[config.mk]
export PLATFORM = sky130hd
export DESIGN_NAME = ddr_init_seq
export DESIGN_NICKNAME = d
export VERILOG_FILES = /design/src/rtl/ddr_init_pkg.sv /design/src/rtl/ddr_init_timer.sv /design/src/rtl/ddr_init_fsm.sv /design/src/rtl/ddr_init_cmd_enc.sv /design/src/rtl/ddr_init_dll_lock.sv /design/src/rtl/ddr_init_seq.sv
export SDC_FILE = /design/constraint.sdc
export NUM_CORES = 1
export LEC_CHECK = 0
export ABC_AREA = 1
export BUFFER_PORTS_ARGS = -buffer_cell sky130_fd_sc_hd__buf_4
export CAP_MARGIN = 40
export CELL_PAD_IN_SITES_DETAIL_PLACEMENT = 0
export CELL_PAD_IN_SITES_GLOBAL_PLACEMENT = 1
export CORE_UTILIZATION = 42
export DETAILED_ROUTE_END_ITERATION = 12
export PLACE_DENSITY = 0.86
export SLEW_MARGIN = 25
export SYNTH_ARGS = -nofsm -noshare
export SYNTH_HDL_FRONTEND = slang
export SYNTH_SLANG_ARGS = --single-unit
export TNS_END_PERCENT = 30
[constraint.sdc]
create_clock -name clk -period 2.8 [get_ports clk]
set_input_delay 0.28 -clock clk [delete_from_list [all_inputs] [get_ports clk]]
set_output_delay 0.28 -clock clk [all_outputs]
set_load 0.01 [all_outputs]
[src/rtl/ddr_init_pkg.sv]
package ddr_init_pkg;

   typedef enum logic [3:0] {
      ST_IDLE,
      ST_SETTLE,
      ST_CKE,
      ST_PRE_A,
      ST_EMRS,
      ST_MRS_DLL,
      ST_PRE_B,
      ST_REF,
      ST_MRS_RUN,
      ST_DONE
   } step_e;

   typedef logic [3:0] cmd_t;

   // {CS#, RAS#, CAS#, WE#}
   localparam cmd_t CMD_NOP = 4'b0111;
   localparam cmd_t CMD_PRE = 4'b0010;
   localparam cmd_t CMD_REF = 4'b0001;
   localparam cmd_t CMD_MRS = 4'b0000;

   // nanoseconds to whole clock cycles, rounded up, never below lo
   function automatic int unsigned ns_to_cyc(longint unsigned ns, longint unsigned clk_ps,
                                             int unsigned lo);
      longint unsigned c;
      c = (ns * 64'd1000 + clk_ps - 64'd1) / clk_ps;
      return (c < lo) ? lo : int'(c);
   endfunction

   function automatic int unsigned max2(int unsigned a, int unsigned b);
      return (a > b) ? a : b;
   endfunction

endpackage

[src/rtl/ddr_init_timer.sv]
module ddr_init_timer #(
   parameter int unsigned CNT_W = 8
) (
   input  logic             clk,
   input  logic             rst_n,
   input  logic             load,
   input  logic [CNT_W-1:0] load_val,
   output logic             expired
);

   logic [CNT_W-1:0] cnt_q;

   always_ff @(posedge clk or negedge rst_n) begin
      if (!rst_n) begin
         cnt_q <= '0;
      end else if (load) begin
         cnt_q <= load_val;
      end else if (cnt_q != '0) begin
         cnt_q <= cnt_q - 1'b1;
      end
   end

   assign expired = (cnt_q == '0);

   AST_TIMER_RELOAD_SEEN: assert property (@(posedge clk) disable iff (!rst_n)
      (load && load_val != '0) |=> !expired) else $error("timer reload lost");

endmodule

[src/rtl/ddr_init_fsm.sv]
module ddr_init_fsm
   import ddr_init_pkg::*;
#(
   parameter int unsigned SETTLE_CYC   = 25000,
   parameter int unsigned CKE_LEAD_CYC = 2,
   parameter int unsigned TRP_CYC      = 2,
   parameter int unsigned TMRD_CYC     = 2,
   parameter int unsigned TRFC_CYC     = 10,
   parameter int unsigned NUM_REFRESH  = 2,
   parameter int unsigned CNT_W        = 15
) (
   input  logic             clk,
   input  logic             rst_n,
   input  logic             pwr_stable,
   input  logic             timer_zero,
   output step_e            step,
   output logic             first,
   output logic             load,
   output logic [CNT_W-1:0] load_val
);

   localparam int unsigned REF_W = $clog2(NUM_REFRESH);
   localparam logic [REF_W-1:0] REF_LAST = REF_W'(NUM_REFRESH - 1);

   step_e            step_q, step_d;
   logic             first_q;
   logic [REF_W-1:0] ref_q, ref_d;
   logic             go;

   function automatic int unsigned dur_of(step_e s);
      case (s)
         ST_SETTLE:                       return SETTLE_CYC;
         ST_CKE:                          return CKE_LEAD_CYC;
         ST_PRE_A, ST_PRE_B:              return TRP_CYC;
         ST_EMRS, ST_MRS_DLL, ST_MRS_RUN: return TMRD_CYC;
         ST_REF:                          return TRFC_CYC;
         default:                         return 1;
      endcase
   endfunction

   always_comb begin
      step_d = step_q;
      ref_d  = ref_q;
      go     = 1'b0;
      case (step_q)
         ST_IDLE: begin
            if (pwr_stable) begin
               step_d = ST_SETTLE;
               go     = 1'b1;
            end
         end
         ST_DONE: begin
            go = 1'b0;
         end
         default: begin
            if (timer_zero) begin
               go = 1'b1;
               case (step_q)
                  ST_SETTLE:  step_d = ST_CKE;
                  ST_CKE:     step_d = ST_PRE_A;
                  ST_PRE_A:   step_d = ST_EMRS;
                  ST_EMRS:    step_d = ST_MRS_DLL;
                  ST_MRS_DLL: step_d = ST_PRE_B;
                  ST_PRE_B: begin
                     step_d = ST_REF;
                     ref_d  = '0;
                  end
                  ST_REF: begin
                     if (ref_q == REF_LAST) begin
                        step_d = ST_MRS_RUN;
                     end else begin
                        ref_d = ref_q + 1'b1;
                     end
                  end
                  ST_MRS_RUN: step_d = ST_DONE;
                  default:    step_d = ST_IDLE;
               endcase
            end
         end
      endcase
   end

   always_ff @(posedge clk or negedge rst_n) begin
      if (!rst_n) begin
         step_q  <= ST_IDLE;
         first_q <= 1'b0;
         ref_q   <= '0;
      end else begin
         step_q  <= step_d;
         first_q <= go;
         ref_q   <= ref_d;
      end
   end

   assign step     = step_q;
   assign first    = first_q;
   assign load     = go;
   assign load_val = CNT_W'(dur_of(step_d) - 1);

   AST_HOLD_UNTIL_EXPIRY: assert property (@(posedge clk) disable iff (!rst_n)
      (step_q != ST_IDLE && step_q != ST_DONE && !timer_zero)
      |=> (step_q == $past(step_q) && !first_q)) else $error("step left early");

   AST_REFRESH_BOUND: assert property (@(posedge clk) disable iff (!rst_n)
      (step_q == ST_REF) |-> (ref_q <= REF_LAST)) else $error("refresh overrun");

   AST_EMRS_AFTER_PRE: assert property (@(posedge clk) disable iff (!rst_n)
      (step_q == ST_EMRS && first_q) |-> ($past(step_q) == ST_PRE_A)) else $error("order");

   AST_DONE_TERMINAL: assert property (@(posedge clk) disable iff (!rst_n)
      (step_q == ST_DONE) |=> (step_q == ST_DONE)) else $error("left done");

endmodule

[src/rtl/ddr_init_cmd_enc.sv]
module ddr_init_cmd_enc
   import ddr_init_pkg::*;
#(
   parameter int unsigned         ADDR_W    = 13,
   parameter int unsigned         BA_W      = 2,
   parameter int unsigned         DLL_BIT   = 8,
   parameter int unsigned         AP_BIT    = 10,
   parameter logic [ADDR_W-1:0]   MR_VALUE  = '0,
   parameter logic [ADDR_W-1:0]   EMR_VALUE = '0
) (
   input  step_e             step,
   input  logic              first,
   output cmd_t              cmd,
   output logic [ADDR_W-1:0] addr,
   output logic [BA_W-1:0]   ba
);

   localparam logic [ADDR_W-1:0] PRE_ADDR = ADDR_W'(1) << AP_BIT;

   logic [ADDR_W-1:0] mr_dll;
   logic [ADDR_W-1:0] mr_run;

   for (genvar i = 0; i < ADDR_W; i++) begin : g_bit
      if (i == DLL_BIT) begin : g_dll
         assign mr_dll[i] = 1'b1;
         assign mr_run[i] = 1'b0;
      end else begin : g_keep
         assign mr_dll[i] = MR_VALUE[i];
         assign mr_run[i] = MR_VALUE[i];
      end
   end

   always_comb begin
      cmd  = CMD_NOP;
      addr = '0;
      ba   = '0;
      if (first) begin
         case (step)
            ST_PRE_A, ST_PRE_B: begin
               cmd  = CMD_PRE;
               addr = PRE_ADDR;
            end
            ST_EMRS: begin
               cmd  = CMD_MRS;
               addr = EMR_VALUE;
               ba   = BA_W'(1);
            end
            ST_MRS_DLL: begin
               cmd  = CMD_MRS;
               addr = mr_dll;
            end
            ST_REF: begin
               cmd  = CMD_REF;
            end
            ST_MRS_RUN: begin
               cmd  = CMD_MRS;
               addr = mr_run;
            end
            default: begin
               cmd  = CMD_NOP;
            end
         endcase
      end
   end

endmodule

[src/rtl/ddr_init_dll_lock.sv]
module ddr_init_dll_lock #(
   parameter int unsigned LOCK_CYC = 200
) (
   input  logic clk,
   input  logic rst_n,
   input  logic start,
   output logic locked
);

   logic armed_q;

   always_ff @(posedge clk or negedge rst_n) begin
      if (!rst_n) begin
         armed_q <= 1'b0;
      end else if (start) begin
         armed_q <= 1'b1;
      end
   end

   if (LOCK_CYC == 1) begin : g_direct
      assign locked = armed_q;
   end else begin : g_count
      localparam int unsigned W = $clog2(LOCK_CYC);
      logic [W-1:0] rem_q;
      always_ff @(posedge clk or negedge rst_n) begin
         if (!rst_n) begin
            rem_q <= '0;
         end else if (start) begin
            rem_q <= W'(LOCK_CYC - 1);
         end else if (armed_q && rem_q != '0) begin
            rem_q <= rem_q - 1'b1;
         end
      end
      assign locked = armed_q && (rem_q == '0);
   end

   AST_LOCK_STICKY: assert property (@(posedge clk) disable iff (!rst_n)
      locked |=> locked) else $error("lock dropped");

   AST_LOCK_NEEDS_START: assert property (@(posedge clk) disable iff (!rst_n)
      locked |-> armed_q) else $error("lock without start");

endmodule

[src/rtl/ddr_init_seq.sv]
module ddr_init_seq
   import ddr_init_pkg::*;
#(
   parameter int unsigned       CLK_PS       = 8000,
   parameter int unsigned       SETTLE_NS    = 200000,
   parameter int unsigned       CKE_LEAD_CYC = 2,
   parameter int unsigned       TRP_NS       = 15,
   parameter int unsigned       TMRD_CYC     = 2,
   parameter int unsigned       TRFC_NS      = 75,
   parameter int unsigned       NUM_REFRESH  = 2,
   parameter int unsigned       DLL_LOCK_CYC = 200,
   parameter int unsigned       ADDR_W       = 13,
   parameter int unsigned       BA_W         = 2,
   parameter logic [ADDR_W-1:0] MR_VALUE     = ADDR_W'('h062),
   parameter logic [ADDR_W-1:0] EMR_VALUE    = ADDR_W'('h000)
) (
   input  logic              clk,
   input  logic              rst_n,
   input  logic              pwr_stable,
   output logic              cke,
   output logic [3:0]        cmd_n,
   output logic [ADDR_W-1:0] addr,
   output logic [BA_W-1:0]   ba,
   output logic              init_done,
   output logic              read_ok
);

   localparam int unsigned DLL_BIT   = 8;
   localparam int unsigned AP_BIT    = 10;
   localparam int unsigned SETTLE_C  = ns_to_cyc(SETTLE_NS, CLK_PS, 1);
   localparam int unsigned TRP_C     = ns_to_cyc(TRP_NS, CLK_PS, 2);
   localparam int unsigned TRFC_C    = ns_to_cyc(TRFC_NS, CLK_PS, 2);
   localparam int unsigned TMRD_C    = (TMRD_CYC < 2) ? 2 : TMRD_CYC;
   localparam int unsigned MAX_DUR   = max2(max2(SETTLE_C, CKE_LEAD_CYC),
                                            max2(max2(TRP_C, TMRD_C), TRFC_C));
   localparam int unsigned CNT_W     = $clog2(MAX_DUR);

   initial begin : p_params
      AST_PARAM_REFRESH: assert (NUM_REFRESH >= 2) else $error("NUM_REFRESH < 2");
      AST_PARAM_ADDR: assert (ADDR_W > AP_BIT && BA_W >= 1) else $error("bus too narrow");
      AST_PARAM_LEAD: assert (CKE_LEAD_CYC >= 1 && DLL_LOCK_CYC >= 1) else $error("zero count");
   end

   step_e            step;
   logic             first;
   logic             load;
   logic [CNT_W-1:0] load_val;
   logic             timer_zero;
   logic             locked;
   cmd_t             cmd;

   ddr_init_fsm #(
      .SETTLE_CYC   (SETTLE_C),
      .CKE_LEAD_CYC (CKE_LEAD_CYC),
      .TRP_CYC      (TRP_C),
      .TMRD_CYC     (TMRD_C),
      .TRFC_CYC     (TRFC_C),
      .NUM_REFRESH  (NUM_REFRESH),
      .CNT_W        (CNT_W)
   ) u_fsm (
      .clk        (clk),
      .rst_n      (rst_n),
      .pwr_stable (pwr_stable),
      .timer_zero (timer_zero),
      .step       (step),
      .first      (first),
      .load       (load),
      .load_val   (load_val)
   );

   ddr_init_timer #(
      .CNT_W (CNT_W)
   ) u_timer (
      .clk      (clk),
      .rst_n    (rst_n),
      .load     (load),
      .load_val (load_val),
      .expired  (timer_zero)
   );

   ddr_init_cmd_enc #(
      .ADDR_W    (ADDR_W),
      .BA_W      (BA_W),
      .DLL_BIT   (DLL_BIT),
      .AP_BIT    (AP_BIT),
      .MR_VALUE  (MR_VALUE),
      .EMR_VALUE (EMR_VALUE)
   ) u_enc (
      .step  (step),
      .first (first),
      .cmd   (cmd),
      .addr  (addr),
      .ba    (ba)
   );

   ddr_init_dll_lock #(
      .LOCK_CYC (DLL_LOCK_CYC)
   ) u_dll (
      .clk    (clk),
      .rst_n  (rst_n),
      .start  (first && step == ST_MRS_DLL),
      .locked (locked)
   );

   assign cmd_n     = cmd;
   assign cke       = (step != ST_IDLE) && (step != ST_SETTLE);
   assign init_done = (step == ST_DONE);
   assign read_ok   = init_done && locked;

   AST_CMD_NEEDS_CKE: assert property (@(posedge clk) disable iff (!rst_n)
      (cmd_n != CMD_NOP) |-> cke) else $error("command with cke low");

   AST_CKE_STAYS_HIGH: assert property (@(posedge clk) disable iff (!rst_n)
      cke |=> cke) else $error("cke fell");

   AST_PRE_ALL_BANKS: assert property (@(posedge clk) disable iff (!rst_n)
      (cmd_n == CMD_PRE) |-> (addr[AP_BIT] && ba == '0)) else $error("precharge not all");

   AST_CMD_ISOLATED: assert property (@(posedge clk) disable iff (!rst_n)
      (cmd_n != CMD_NOP) |=> (cmd_n == CMD_NOP)) else $error("back-to-back command");

   AST_QUIET_WHEN_DONE: assert property (@(posedge clk) disable iff (!rst_n)
      init_done |-> (cmd_n == CMD_NOP && cke)) else $error("bus busy after done");

   AST_READ_AFTER_DONE: assert property (@(posedge clk) disable iff (!rst_n)
      read_ok |-> init_done) else $error("read before done");

endmodule

Yosys cells after proc, flatten, opt, wreduce, memory -nomap -nowiden
Memory sizes are Yosys's and may differ from the RTL's.
Index checks and enable logic that the tools add are counted.

storage, ports and cells
  output and inout bits = 22
  memories = 1
  input port bits = 3
  memory bits (read-only) = 128
  bits in registers = 30
  logic and storage cells = 60

operators by class
  equality and inequality tests = 10
  reduce and logical (&&, ||, !) cells = 18
  bitwise gates (word level) = 1
  add/sub/neg operators = 4
  muxes and demuxes = 20

memories
  memory           depth  bits a word  rd ports  clocked after memory_dff  wr ports  line                RTL
  (no name shown)  16     8            1         0                         0         ddr_init_fsm.sv:31  case (s)

operators by type and width
  operator               count
  $pmux 11 s3            1
  $pmux 4 s8             1
  $mux 15                2
  $sub 15x1->15 const B  2
  $eq 4x3->1 const B     4
  $mux 4                 4
  $mux 8                 2
  $logic_not 15->1       1
  $reduce_bool 15->1     1
  $mux 13                1
  $pmux 3 s3             1
  $eq 4x2->1 const B     2
  $eq 4x4->1 const B     2
  $logic_not 8->1        1
  $pmux 4 s2             1
  $reduce_bool 8->1      1
  $sub 8x1->8 const B    1
  $reduce_bool 2->1      3
  $logic_and 1x1->1      5
  $eq 4x1->1 const B     1
  $logic_not 4->1        1
  $mux 1                 4
  $ne 4x1->1 const B     1
  $pmux 1 s2             2
  other kinds (7)        8

Longest topological paths before layout
An unclocked memory read counts as a cell.

  depth in word-level cells = 7
  gate-level depth with buffers = 21

Hierarchy
From an unflattened synthesis, not the netlist that was laid out.

unflattened totals
  cell total of the unflattened synthesis = 369
  area total of the unflattened synthesis = 2461.1 um^2

by module, submodules not included
  module             area each (um^2)  instances  sequential area each (um^2)  cells each
  ddr_init_timer     1007.2            1          375.4                        139
  ddr_init_fsm       586.8             1          150.1                        93
  ddr_init_dll_lock  585.6             1          225.2                        81
  ddr_init_cmd_enc   226.5             1          0.0                          43
  ddr_init_seq       55.1              1          0.0                          13

Worst setup path after synthesis
Ideal clock, no wire load.

  path kind = register to register
  start point = register u_timer.cnt_q[8]
  end point = register u_timer.cnt_q[10]
  cell stages (with the launch flop) = 20
  data arrival time = 2.222 ns
  buffers on the path = 0
  clock period less this slack = 2.302 ns
  library setup time = 0.079 ns
  slack = 0.498 ns
  path through = dfrtp_1 > nor2_1 > nand2_1 > nor2_2 > inv_1 > nor2_1 > nand2_1 > nand2_1 > nor2_1 > nand2_1 > nand2_1 > nand3_1 > nand2_1 > inv_2 > ha_1 > nand3_1 > nor2_4 > nand2_1 > nor2_2 > xor2_1

between the ends
  longest elaborated chain between the ends = 6

RTL lines
  what                    line                  RTL
  start, declared         ddr_init_timer.sv:11  logic [CNT_W-1:0] cnt_q;
  start signal, assigned  ddr_init_timer.sv:17  cnt_q <= load_val;
  start signal, assigned  ddr_init_timer.sv:19  cnt_q <= cnt_q - 1'b1;
  $logic_not 15->1        ddr_init_timer.sv:23  assign expired = (cnt_q == '0);
  $mux 4                  ddr_init_fsm.sv:56    if (timer_zero) begin
  $pmux 4 s2              ddr_init_fsm.sv:45    case (step_q)
  via u_fsm.step_d[1]     ddr_init_fsm.sv:25    step_e step_q, step_d;
  $mem_v2 16x8            n/a
  $sub 15x1->15           ddr_init_fsm.sv:98    assign load_val = CNT_W'(dur_of(step_d) - 1);
  $mux 15                 ddr_init_timer.sv:16  end else if (load) begin

The timed path passes the listed nets, and every way through them passes these cells. The select of a mux whose other input is x is not followed.
A chain may end at the register's enable or synchronous reset.

Final worst setup path
Same ends and word-level chain as after synthesis.

==> run summary <==
- slowest library cell on the worst path: sky130_fd_sc_hd__dfrtp_1
- largest area contributor in the netlist: sky130_fd_sc_hd__dfrtp_1
- proportion of synthesized chip area in sequential cells: 0.3529
- pin count of the biggest net entering global routing: 31
- TritonRoute pass-1 iters: 4
- CP startpoint kind: register
- Clock Skews: 0.009168 ns
- CP top delay family: simple AND/OR/NAND/NOR gates
- standard-cell rows: 25
- count of routing violations after the opening detailed-route iteration: 98
- Compound-Gate Fraction of Synth Area: 0.09235
- final weighted congestion in routability-driven placement: 0.9135
- post-synthesis async set-or-reset flop share: 1.000
- Max Cap Viol: 0
- startpoint of the most critical setup path: u_timer.cnt_q[8]$_DFFE_PN0P_
- Post-Synth Adder-Cell Area: 0.01765
- wire length after detailed routing: 4.849 mm
- CTS Root Cell: sky130_fd_sc_hd__clkbuf_8
- top flip-flop cell by instance count after synthesis: sky130_fd_sc_hd__dfrtp_1
- simple-gate share of the synthesized area: 0.3982
- count of non-filler cells in the finished layout: 403
- count of buffers from port buffering: 14
- wire length of the first global-routing pass: 8.328 mm
- clock network latency to the later pin of the worst-skew pair: 0.28 ns
- Largest stage delay, worst path: 0.40 ns
- depth of the critical timing path with buffers and inverters included: 19
- run status: completed
- cell count after synthesis: 312
- area enclosed by the die boundary: 5353 µm²
- number of synthesized flops with an enable pin: 0
- Ys Warns: 0
- endpoint type of the worst setup path: register
- placeable core area: 4786 µm²
- Arr. time, crit path: 2.76 ns
- Total Power Consumption: 0.7783 mW
- count of H-tree levels built during CTS: 2
- count of cells along the worst hold path: 5
- number of remaining DRC errors: 0
- GRT overflow: 0
- Bufs on Longest Clock Path: 2
- post-synthesis xor/xnor area fraction: 0.01235
- total power per unit cell area: 318.7 nW/µm²
- number of hold-slack violations in the final timing report: 0
- Crit Path Category: register to register
- share of synthesized area spent on multiplexers: 0
- sum of buffers and inverters on the critical path: 2
- count of endpoints failing setup in the final report: 0
- final setup margin: 0.2554 ns
- number of antenna-violating nets in the routed design: 0
- cell depth of the worst flop-to-flop path: 19
- peak supply drop: 0.0001758 V
- TritonCTS Buffers: 5
- most frequent cell on the critical path: sky130_fd_sc_hd__nand2_1
- placed insts: 391
- maximum net fanout on the critical path: 4
- routed vias: 1958
- count of cell types in the netlist: 35
- area added between synthesis and finish: 14.82%
- share of final-layout standard cells stronger than drive strength 1: 0.2143
- number of register bits inferred by synthesis: 30
- Initial Utilization: 0.4444
- chip height: 73.17 µm
- Leak Pwr: 1.275 nW
- setup slack at placement: 0.01952 ns
- number of antenna cells inserted: 0
- summed negative setup slack over all endpoints: 0 ns
- clock transition at the register clock pins on the worst setup and hold paths after CTS: 0.07 ns
- io pins: 25
- Hold Crit Start: pwr_stable
- CTS tree: done
- number of clock sinks: 30
- mean post-synth cell area: 6.817 µm²
- Crit Reg-Reg Startpoint: u_timer.cnt_q[8]$_DFFE_PN0P_
- all-layer global routing usage: 0.2071
- highest clock rate: 0.3930 GHz
- final layout net count: 342
- fraction of the cycle the final worst path needs: 0.9088
- DR vias/cell: 4.859
- area share of the largest cell type after synthesis: 0.3529
- Final Max Slew Viols: 0
- largest family of logic cells by synthesized area: simple AND/OR/NAND/NOR gates
- post-synthesis instance area: 2127 µm²
- number of global-route vias before repair: 1827
- Final Hold Slack: 0.4536 ns
- number of antenna violations at the first check in global routing: 0
- required time of the critical path: 3.01 ns
- Final min period: 2.545 ns
- dominant cells by area after synthesis: sky130_fd_sc_hd__dfrtp_1, sky130_fd_sc_hd__nand2_1, sky130_fd_sc_hd__nor2_1
- filler cell count in the final layout: 493
- chain of cells forming the critical path: nor2_2 -> nand2_1 -> nor2_4 -> inv_1 -> nor2_4 -> nand2_1 -> nand2_1 -> nor2_1 -> nand2_1 -> nand2_1 -> nand3_1 -> nand2_1 -> inv_2 -> ha_2 -> nand3_2 -> nor2_4 -> nand2_1 -> nor2_2 -> xor2_1
- classification of the worst-slack hold path: input port to register
- HPWL reported at the end of detailed placement: 3.741 mm
- drt wl/cell: 12.03 µm
- die extent in x: 73.17 µm
area by class of cell:
class | instances | area (µm²) | area share
clock buffer | 5 | 68.82 | 0.02818
inverter | 46 | 175.2 | 0.07172
clock inverter | 2 | 10.01 | 0.004098
timing repair buffer | 20 | 152.6 | 0.06250
multi-input combinational | 233 | 1199 | 0.4908
tap | 67 | 83.83 | 0.03432
sequential | 30 | 753.2 | 0.3084
per-layer routing:
layer  routed length, µm  global-route usage  vias to the layer above
met5                   0                   0                        -
met4                  91             0.08061                        0
met3                 211             0.04144                        9
met2                2316              0.3374                       50
met1                2229              0.2696                      881
li1                    -                   -                     1018
registers in the layout, indices dropped and copies added (netlist names):
name                 count
u_fsm.step               4
u_timer.cnt_q           15
u_fsm.first              1
u_fsm.ref_q              1
u_dll.g_count.rem_q      8
u_dll.armed_q            1
placed cells by master, fill, tap and decap left out, types with 2 or more instances in the layout:
cell / instances
sky130_fd_sc_hd__nand2_1: 75
sky130_fd_sc_hd__nor2_1: 40
sky130_fd_sc_hd__inv_1: 35
sky130_fd_sc_hd__dfrtp_1: 28
sky130_fd_sc_hd__nand3_1: 23
sky130_fd_sc_hd__buf_4: 19
sky130_fd_sc_hd__a21oi_1: 16
sky130_fd_sc_hd__nor2_2: 12
sky130_fd_sc_hd__o21ai_0: 12
sky130_fd_sc_hd__inv_2: 10
sky130_fd_sc_hd__conb_1: 10
sky130_fd_sc_hd__nor2_4: 6
sky130_fd_sc_hd__clkbuf_8: 5
sky130_fd_sc_hd__nand2_2: 4
sky130_fd_sc_hd__nand3_2: 4
sky130_fd_sc_hd__nand4_1: 4
sky130_fd_sc_hd__nor3_1: 4
sky130_fd_sc_hd__xor2_1: 2
sky130_fd_sc_hd__ha_1: 2
sky130_fd_sc_hd__clkinv_2: 2
sky130_fd_sc_hd__dfrtp_2: 2
Yosys cell counts, types with 2 or more instances:
cell type	n
sky130_fd_sc_hd__nand4_1	4
sky130_fd_sc_hd__nand3_1	25
sky130_fd_sc_hd__inv_2	9
sky130_fd_sc_hd__nand2_2	4
sky130_fd_sc_hd__xor2_1	2
sky130_fd_sc_hd__nand2_1	76
sky130_fd_sc_hd__nand3_2	2
sky130_fd_sc_hd__o21ai_0	13
sky130_fd_sc_hd__ha_1	3
sky130_fd_sc_hd__buf_4	12
sky130_fd_sc_hd__nor2_1	45
sky130_fd_sc_hd__inv_1	36
sky130_fd_sc_hd__nor2_2	10
sky130_fd_sc_hd__dfrtp_1	30
sky130_fd_sc_hd__nor3_1	4
sky130_fd_sc_hd__a21oi_1	16
sky130_fd_sc_hd__nor2_4	3
stage by stage:
step | util | area (µm²)
2_1_floorplan | - | 2161
5_1_grt | 0.5103 | 2442
3_5_place_dp | 0.4737 | 2267
4_1_cts | 0.4928 | 2359
6_report | 0.5103 | 2442
3_3_place_gp | 0.4737 | 2267
where the power goes:
group          internal [mW]  total (mW)  switching, mW
clock network          0.166       0.327          0.161
registers              0.433       0.433              0
logic                0.00274      0.0177         0.0150
tightest hold or removal path, delay by kind of cell:
kind	cells	cell delay, ns
AND/OR/NAND/NOR	3	0.28
buffers and inverters	2	0.13
final timing paths:
| kind | end | slack (ns) |
|---|---|---|
| max in group asynchronous | u_fsm.step[3]$_DFF_PN0_ | 2.02 |
| min | u_fsm.step[0]$_DFF_PN0_ | 0.45 |
| max reg2reg | u_timer.cnt_q[10]$_DFFE_PN0P_ | 0.26 |
| min reg2reg | u_dll.armed_q$_DFFE_PN0P_ | 0.48 |
| max | u_timer.cnt_q[10]$_DFFE_PN0P_ | 0.26 |
| min in group asynchronous | u_timer.cnt_q[7]$_DFFE_PN0P_ | 0.46 |
kinds of logic after synthesis:
family,count (synthesis)
adder cells (fa/ha/maj),3
flip-flops,30
other,1
buffers and inverters,58
XOR/XNOR,3
AO/OA/AOI/OAI,36
AND/OR/NAND/NOR,181
timing repair:
action	4_1_cts	5_1_grt
setup buffers	0	4
hold buffers	1	0
hold endpoints to repair	30	0
pin swaps	0	2
endpoints found under the setup margin	1	5
gates resized for setup	1	18
Power figures use the tool's default switching activity.
